[src/rtl/dvc_pkg.sv]
package dvc_pkg;
    localparam int NUM_TASK    = 16;
    localparam int NUM_EU      = 8;
    localparam int CODE_W      = 4;
    localparam int REG_W       = 32;
    localparam int POS_DBG     = 31;
    localparam int POS_ERR     = 29;
    localparam int POS_ENUM_LO = 25;
    localparam int POS_EU_LO   = 16;
    localparam int POS_TASK_LO = 0;
    localparam int POS_IGNORE  = 8;

    typedef enum logic [1:0] {
        A_PEND = 2'd0,
        A_MASK = 2'd1,
        A_CTRL = 2'd2,
        A_VEC  = 2'd3
    } reg_addr_e;

    typedef enum logic {
        ST_RUN  = 1'b0,
        ST_HALT = 1'b1
    } halt_state_e;
endpackage

[src/rtl/dvc_pend_bank.sv]
module dvc_pend_bank #(
    parameter int NT = 16,
    parameter int NE = 8,
    parameter int CW = 4
) (
    input  logic          clk,
    input  logic          rst_n,
    input  logic [NT-1:0] task_set,
    input  logic [NE-1:0] eu_set,
    input  logic          dbg_set,
    input  logic          err_set,
    input  logic [CW-1:0] err_who,
    input  logic [NT-1:0] task_clr,
    input  logic [NE-1:0] eu_clr,
    input  logic          dbg_clr,
    input  logic          err_clr,
    output logic [NT-1:0] task_q,
    output logic [NE-1:0] eu_q,
    output logic          dbg_q,
    output logic          err_q,
    output logic [CW-1:0] err_num
);
    // A set in the same cycle as a clear wins: the OR comes after the AND.
    always_ff @(posedge clk or negedge rst_n) begin
        if (!rst_n) begin
            task_q  <= '0;
            eu_q    <= '0;
            dbg_q   <= 1'b0;
            err_q   <= 1'b0;
            err_num <= '0;
        end else begin
            task_q <= (task_q & ~task_clr) | task_set;
            eu_q   <= (eu_q & ~eu_clr) | eu_set;
            dbg_q  <= (dbg_q & ~dbg_clr) | dbg_set;
            err_q  <= (err_q & ~err_clr) | err_set;
            if (err_set) begin
                err_num <= err_who;
            end
        end
    end
endmodule

[src/rtl/dvc_prio_enc.sv]
module dvc_prio_enc #(
    parameter int N  = 16,
    parameter int IW = 4
) (
    input  logic [N-1:0]  req,
    output logic          hit,
    output logic [IW-1:0] code
);
    // Ascending scan: the last set bit found, i.e. the highest index, wins.
    always_comb begin
        hit  = 1'b0;
        code = '1;
        for (int i = 0; i < N; i++) begin
            if (req[i]) begin
                hit  = 1'b1;
                code = IW'(i);
            end
        end
    end
endmodule

[src/rtl/dma_irq_vector_ctrl.sv]
module dma_irq_vector_ctrl
    import dvc_pkg::*;
#(
    parameter int NT = NUM_TASK,
    parameter int NE = NUM_EU,
    parameter int CW = CODE_W
) (
    input  logic          clk,
    input  logic          rst_n,
    input  logic          bus_we,
    input  logic [1:0]    bus_addr,
    input  logic [31:0]   bus_wdata,
    output logic [31:0]   bus_rdata,
    input  logic [NT-1:0] task_ev,
    input  logic [NE-1:0] eu_ev,
    input  logic          dbg_ev,
    input  logic          err_ev,
    input  logic [CW-1:0] err_task,
    input  logic          iack,
    output logic          ack_valid,
    output logic [7:0]    ack_vector,
    output logic          irq,
    output logic          halt_req,
    output logic [CW-1:0] halt_task
);
    localparam int C2N = NE + 2;
    localparam int VW  = 2 * CW;
    localparam logic [REG_W-1:0] MASK_BITS =
        (REG_W'(1) << POS_DBG) | (REG_W'(1) << POS_ERR) |
        (REG_W'((64'd1 << NE) - 1) << POS_EU_LO) |
        (REG_W'((64'd1 << NT) - 1) << POS_TASK_LO);

    logic wr_pend, wr_mask, wr_ctrl;
    assign wr_pend = bus_we && (bus_addr == A_PEND);
    assign wr_mask = bus_we && (bus_addr == A_MASK);
    assign wr_ctrl = bus_we && (bus_addr == A_CTRL);

    // Mask and control registers
    logic [REG_W-1:0] mask_q;
    logic [CW-1:0]    v1_hi, v2_hi;
    logic             err_ignore_q;

    always_ff @(posedge clk or negedge rst_n) begin
        if (!rst_n) begin
            mask_q       <= MASK_BITS;
            v1_hi        <= '0;
            v2_hi        <= '0;
            err_ignore_q <= 1'b0;
        end else begin
            if (wr_mask) begin
                mask_q <= bus_wdata & MASK_BITS;
            end
            if (wr_ctrl) begin
                v1_hi        <= bus_wdata[CW-1:0];
                v2_hi        <= bus_wdata[2*CW-1:CW];
                err_ignore_q <= bus_wdata[POS_IGNORE];
            end
        end
    end

    // Pending flags
    logic [NT-1:0] task_q;
    logic [NE-1:0] eu_q;
    logic          dbg_q, err_q;
    logic [CW-1:0] err_num;
    logic          err_clr;

    assign err_clr = wr_pend & bus_wdata[POS_ERR];

    dvc_pend_bank #(.NT(NT), .NE(NE), .CW(CW)) pend_i (
        .clk      (clk),
        .rst_n    (rst_n),
        .task_set (task_ev),
        .eu_set   (eu_ev),
        .dbg_set  (dbg_ev),
        .err_set  (err_ev),
        .err_who  (err_task),
        .task_clr (wr_pend ? bus_wdata[POS_TASK_LO +: NT] : '0),
        .eu_clr   (wr_pend ? bus_wdata[POS_EU_LO +: NE] : '0),
        .dbg_clr  (wr_pend & bus_wdata[POS_DBG]),
        .err_clr  (err_clr),
        .task_q   (task_q),
        .eu_q     (eu_q),
        .dbg_q    (dbg_q),
        .err_q    (err_q),
        .err_num  (err_num)
    );

    // Two priority chains
    logic [NT-1:0]  task_live;
    logic [C2N-1:0] c2_live;
    logic           hit1, hit2;
    logic [CW-1:0]  code1, code2;
    logic [VW-1:0]  vec1, vec2;

    assign task_live = task_q & ~mask_q[POS_TASK_LO +: NT];
    assign c2_live   = {dbg_q & ~mask_q[POS_DBG],
                        err_q & ~mask_q[POS_ERR],
                        eu_q & ~mask_q[POS_EU_LO +: NE]};

    dvc_prio_enc #(.N(NT), .IW(CW)) enc_task_i (
        .req (task_live), .hit (hit1), .code (code1)
    );
    dvc_prio_enc #(.N(C2N), .IW(CW)) enc_unit_i (
        .req (c2_live), .hit (hit2), .code (code2)
    );

    assign vec1 = {v1_hi, code1};
    assign vec2 = {v2_hi, code2};
    assign irq  = hit1 | hit2;

    // Acknowledge response
    always_ff @(posedge clk or negedge rst_n) begin
        if (!rst_n) begin
            ack_valid  <= 1'b0;
            ack_vector <= '0;
        end else begin
            ack_valid <= iack;
            if (iack) begin
                ack_vector <= hit1 ? vec1 : vec2;
            end
        end
    end

    // Register read mux
    logic [REG_W-1:0] pend_word;
    always_comb begin
        pend_word                       = '0;
        pend_word[POS_DBG]              = dbg_q;
        pend_word[POS_ERR]              = err_q;
        pend_word[POS_ENUM_LO +: CW]    = err_num;
        pend_word[POS_EU_LO +: NE]      = eu_q;
        pend_word[POS_TASK_LO +: NT]    = task_q;
    end

    always_comb begin
        bus_rdata = '0;
        case (bus_addr)
            A_PEND: bus_rdata = pend_word;
            A_MASK: bus_rdata = mask_q;
            A_CTRL: begin
                bus_rdata[CW-1:0]       = v1_hi;
                bus_rdata[2*CW-1:CW]    = v2_hi;
                bus_rdata[POS_IGNORE]   = err_ignore_q;
            end
            default: bus_rdata[2*VW-1:0] = {vec1, vec2};
        endcase
    end

    // Halt state machine
    halt_state_e state_q, state_d;

    always_ff @(posedge clk or negedge rst_n) begin
        if (!rst_n) begin
            state_q <= ST_RUN;
        end else begin
            state_q <= state_d;
        end
    end

    always_comb begin
        state_d   = state_q;
        halt_req  = 1'b0;
        halt_task = err_num;
        unique case (state_q)
            ST_RUN: begin
                if (err_ev && !err_ignore_q) begin
                    state_d = ST_HALT;          // RUN_TO_HALT
                end
            end
            ST_HALT: begin
                halt_req = 1'b1;
                if (err_clr && !err_ev) begin
                    state_d = ST_RUN;           // HALT_TO_RUN
                end
            end
            default: state_d = ST_RUN;
        endcase
    end

    logic wdata_unused;
    assign wdata_unused = ^{bus_wdata[REG_W-1:POS_IGNORE+1], bus_wdata[POS_ENUM_LO +: CW], bus_wdata[POS_DBG-1]};
endmodule

[config.mk]
export PLATFORM = sky130hd
export DESIGN_NAME = dma_irq_vector_ctrl
export DESIGN_NICKNAME = d
export VERILOG_FILES = /design/src/rtl/dvc_pkg.sv /design/src/rtl/dvc_pend_bank.sv /design/src/rtl/dvc_prio_enc.sv /design/src/rtl/dma_irq_vector_ctrl.sv
export SDC_FILE = /design/constraint.sdc
export NUM_CORES = 1
export LEC_CHECK = 0
export BUFFER_PORTS_ARGS = -buffer_cell sky130_fd_sc_hd__buf_2
export CAP_MARGIN = 20
export CORE_ASPECT_RATIO = 2
export CORE_MARGIN = 5
export CORE_UTILIZATION = 40
export DETAILED_ROUTE_END_ITERATION = 8
export SYNTH_ARGS = -nofsm -noshare
export SYNTH_HDL_FRONTEND = slang
export SYNTH_HIERARCHICAL = 1
export SYNTH_SLANG_ARGS = --single-unit
[constraint.sdc]
create_clock -name clk -period 4 [get_ports clk]
set_input_delay 0.4 -clock clk [delete_from_list [all_inputs] [get_ports clk]]
set_output_delay 0.4 -clock clk [all_outputs]
set_load 0.03 [all_outputs]
==> metrics.md <==
| Metric | Value |
|---|---|
| Seq/Total Area, Yosys | 45.3% |
| Final Skew | 0.00724 ns |
| Comb pwr share | about 25% |
| Synth-to-Final Area Change | 22.1% |
| Core footprint | 10400 sq um |
| Status | complete, no violations |
| Final Hold Vio Count | 0 |
| Die Area | between 10000 and 15000 sq um |
| Max stage delay on crit path | 0.54 ns |
| Pin count of the biggest net entering global routing | between 70 and 80 |
| Yosys warns | 6 |
| Htree depth | 3 |
| Final worst slack | 1.01 ns |
| Slew @ Worst Pin | 0.971 ns |
| Critical-path top delay cell | dfstp_2 |
| Commonest cells after routing, fill and taps aside | buf_2, dfrtp_1, inv_1 |
| Number of diodes | 0 |
| Pins over their slew limit | 0 |
| Final min period | 2.99 ns |
| TNS Setup | 0 ns |
| Switch Pwr | 792 uW |
| CTS Buffer Depth | 2 |
| GR Overflow Total | 0 |
| Routed wire length | 10900 um |
| Fillers | 989 |
| First-pass GRT wire length | 17100 um |
| Post-CTS Hold Fix Bufs | 0 |
| Crit path cell chain | nor2b_1 > nor4_2 > and3_1 > nand3_1 > or2_2 > buf_2 |
| Family with the most delay on the worst path | simple AND/OR/NAND/NOR gates |
| Clock sinks | 75 |
| Residual DRC | 0 |
| Routed len/inst | 17.6 um |
| DIE HEIGHT | between 150 and 200 um |
| Post-CTS setup buffer count | 0 |
| PwrDens | between 400 and 500 nW/um^2 |
| Vias/cell | 4.94 |
| DP Wirelength | approximately 8100 um |
| Critical Path RT | 3.60 ns |
| CP endpoint | irq |
| Crit Reg-Reg Endpoint | ack_vector[1] |
| Switching Fraction | 31.8% |
| Root Buffer | clkbuf_16 |
| Final Util | between 40% and 50% |
| Die X | 82.6 um |
| CTS clk-pin slew, worst paths | 0.06 ns |
| Clock power share | 35.6% |
| Layout cells sized above 1 | 42.7% |
| Synth Cell Area | 4220 sq um |
| WP data arrival | between 2 and 3 ns |
| Syn_area_per_cell | around 11 sq um |
| Max Cap Viol | 0 |
| Async S/R FF share, synth | between 90% and 100% |
| Port Buffers | 106 |
| Final GP Congestion | approximately 0.79 |
| Post-synth top area share | slightly below 30% |
| TritonCTS Buffers | 9 |
| Syn Inst Count | roughly 380 |
| Via count | roughly 3000 |
| Relative slew slack | between 30% and 40% |
| Netlist cell types | between 40 and 50 |
| Initial core utilization | 40.5% |
| Initial antenna violation count | 0 |
| # rows | 53 |
| Post-synth EDFFs | 0 |
| Multi-input combinational cell area | 2070 sq um |
| Leak pwr | 0.00232 uW |
| Reg2reg path depth | 6 |
| Clk_lat worst skew | between 0.3 and 0.4 ns |
| FF/Latch Area | 1910 sq um |
| CP startpoint | mask_q[11] |
| Total GRT Usage | a little under a fifth |
| Synth area leaders | dfrtp_1, dfstp_2, mux2_4 |
| Final #Nets | 548 |
| R2R Path Start | mask_q[11] |
| Crit path buf inv count | 1 |
| Most common cell after layout, fill and taps aside | buf_2 |
| Sequential share of power | approximately two fifths |
| Peak supply drop | 0.000383 V |
| Crit. End Element | output pin |
| CTS tree | built |
| Final Setup Violations | 0 |
| Initial DRC Count | 135 |
| Post-cts gate resize count | 0 |
| Seq cells post-synth | 75 |
| DRT antenna net count | 0 |
| Min-delay worst type | in2async |
| CP Depth | 6 |
| Number of global-route vias before repair | about 3400 |
| Pre-CTS worst setup slack | about 1.4 ns |
| Crit Path Category | reg2out |
| Unrepaired setup endpoints after global routing | false |
| Dominant cell type by area after synthesis | dfrtp_1 |
| Max Fclk | 0.334 GHz |
| Synth Flop Type | dfrtp_1 |
| CP max FO | 9 |
| Critical Path Source Type | flip-flop |
| Cell internal pwr | 1700 uW |
| Final period utilization | 74.8% |
| I/O pin count | 115 |
| Worst reg2reg setup slack | ~1.8 ns |
| 1st-pass router iterations | 4 |
[metrics by stage]
| stage | instances | instance area (sq um) | hold slack (ns) | total power [uW] |
|---|---|---|---|---|
| 2_1_floorplan | 378 | 4220 | 0.104 | 1420 |
| 3_3_place_gp | 606 | 4820 | 0.471 | 1600 |
| 3_5_place_dp | 606 | 4820 | 0.487 | 1620 |
| 4_1_cts | 622 | 5150 | 0.225 | 2520 |
| 5_1_grt | 622 | 5150 | 0.226 | 2600 |
| 6_report | 622 | 5150 | 0.215 | 2490 |
[synth_stat cells (2+ instances only)]
cell	n
buf_6	4
o31a_1	2
mux2_4	20
clkbuf_1	3
dfstp_2	26
nand3_1	3
o21ai_0	3
mux4_2	5
mux2i_1	29
inv_1	32
and2_1	30
nor2_1	31
a21o_1	25
mux2_2	19
o31ai_1	2
a21oi_1	12
o2bb2ai_1	7
buf_4	2
nand2_1	11
nor4_4	2
o21ai_1	2
buf_2	4
nand2b_1	2
nor4_2	3
dfrtp_1	49
nor2b_1	28
clkbuf_2	2
[per-layer routing]
layer  routed length [um]  part of all wire (%)  global-route usage [%]  up-vias
met3                  513                   4.7                    4.40       26
met2                 6270                    57                    33.3       74
li1                     -                     -                       -     1485
met1                 3770                    34                    18.4     1486
met4                  387                   3.5                    8.57        0
met5                    0                     0                       0        -
[worst min path at each step]
stage / slack [ns] / endpoint
6_report: 0.22 / pend_i/eu_q[4]
5_1_grt: 0.23 / pend_i/eu_q[5]
4_1_cts: 0.23 / pend_i/eu_q[0]
3_5_place_dp: 0.49 / pend_i/task_q[12]
3_3_place_gp: 0.47 / pend_i/task_q[8]
2_1_floorplan: 0.10 / ack_valid
[cell families (layout without fill, tap and decap cells)]
family,after synthesis,count (layout),synth area share (%)
and+or+nand+nor,118,118,16.9
DFF,75,75,45.3
muxes,73,73,21.7
AOI/OAI and AO/OA,60,60,10.2
buffers and inverters,50,157,5.78
other,1,2,0.0889
[registers in the layout, indices dropped and copies added (netlist names)]
| name | count |
|---|---|
| mask_q | 26 |
| pend_i/task_q | 16 |
| ack_vector | 8 |
| pend_i/eu_q | 8 |
| pend_i/err_num | 4 |
| v1_hi | 4 |
| v2_hi | 4 |
| ack_valid | 1 |
| err_ignore_q | 1 |
| pend_i/dbg_q | 1 |
| pend_i/err_q | 1 |
| state_q | 1 |
[layout make-up]
cell class / instances / area share, %
clock buffers: 9 / 4.37
clock inverters: 7 / 1.99
inverters: 33 / 2.41
multi-input cells: 253 / 40.2
flip-flops and latches: 75 / 37.1
well taps: 137 / 3.33
repair buffers: 108 / 10.6
[power groups by stage]
| stage | clock network [uW] | registers [uW] | logic (uW) |
|---|---|---|---|
| floorplan | 0 | 1000 | 415 |
| global placement | 0 | 980 | 624 |
| detailed placement | 0 | 986 | 637 |
| CTS | 909 | 974 | 639 |
| global route | 935 | 989 | 681 |
| finish | 888 | 974 | 629 |
No activity file was read; power rests on OpenSTA's default activity.
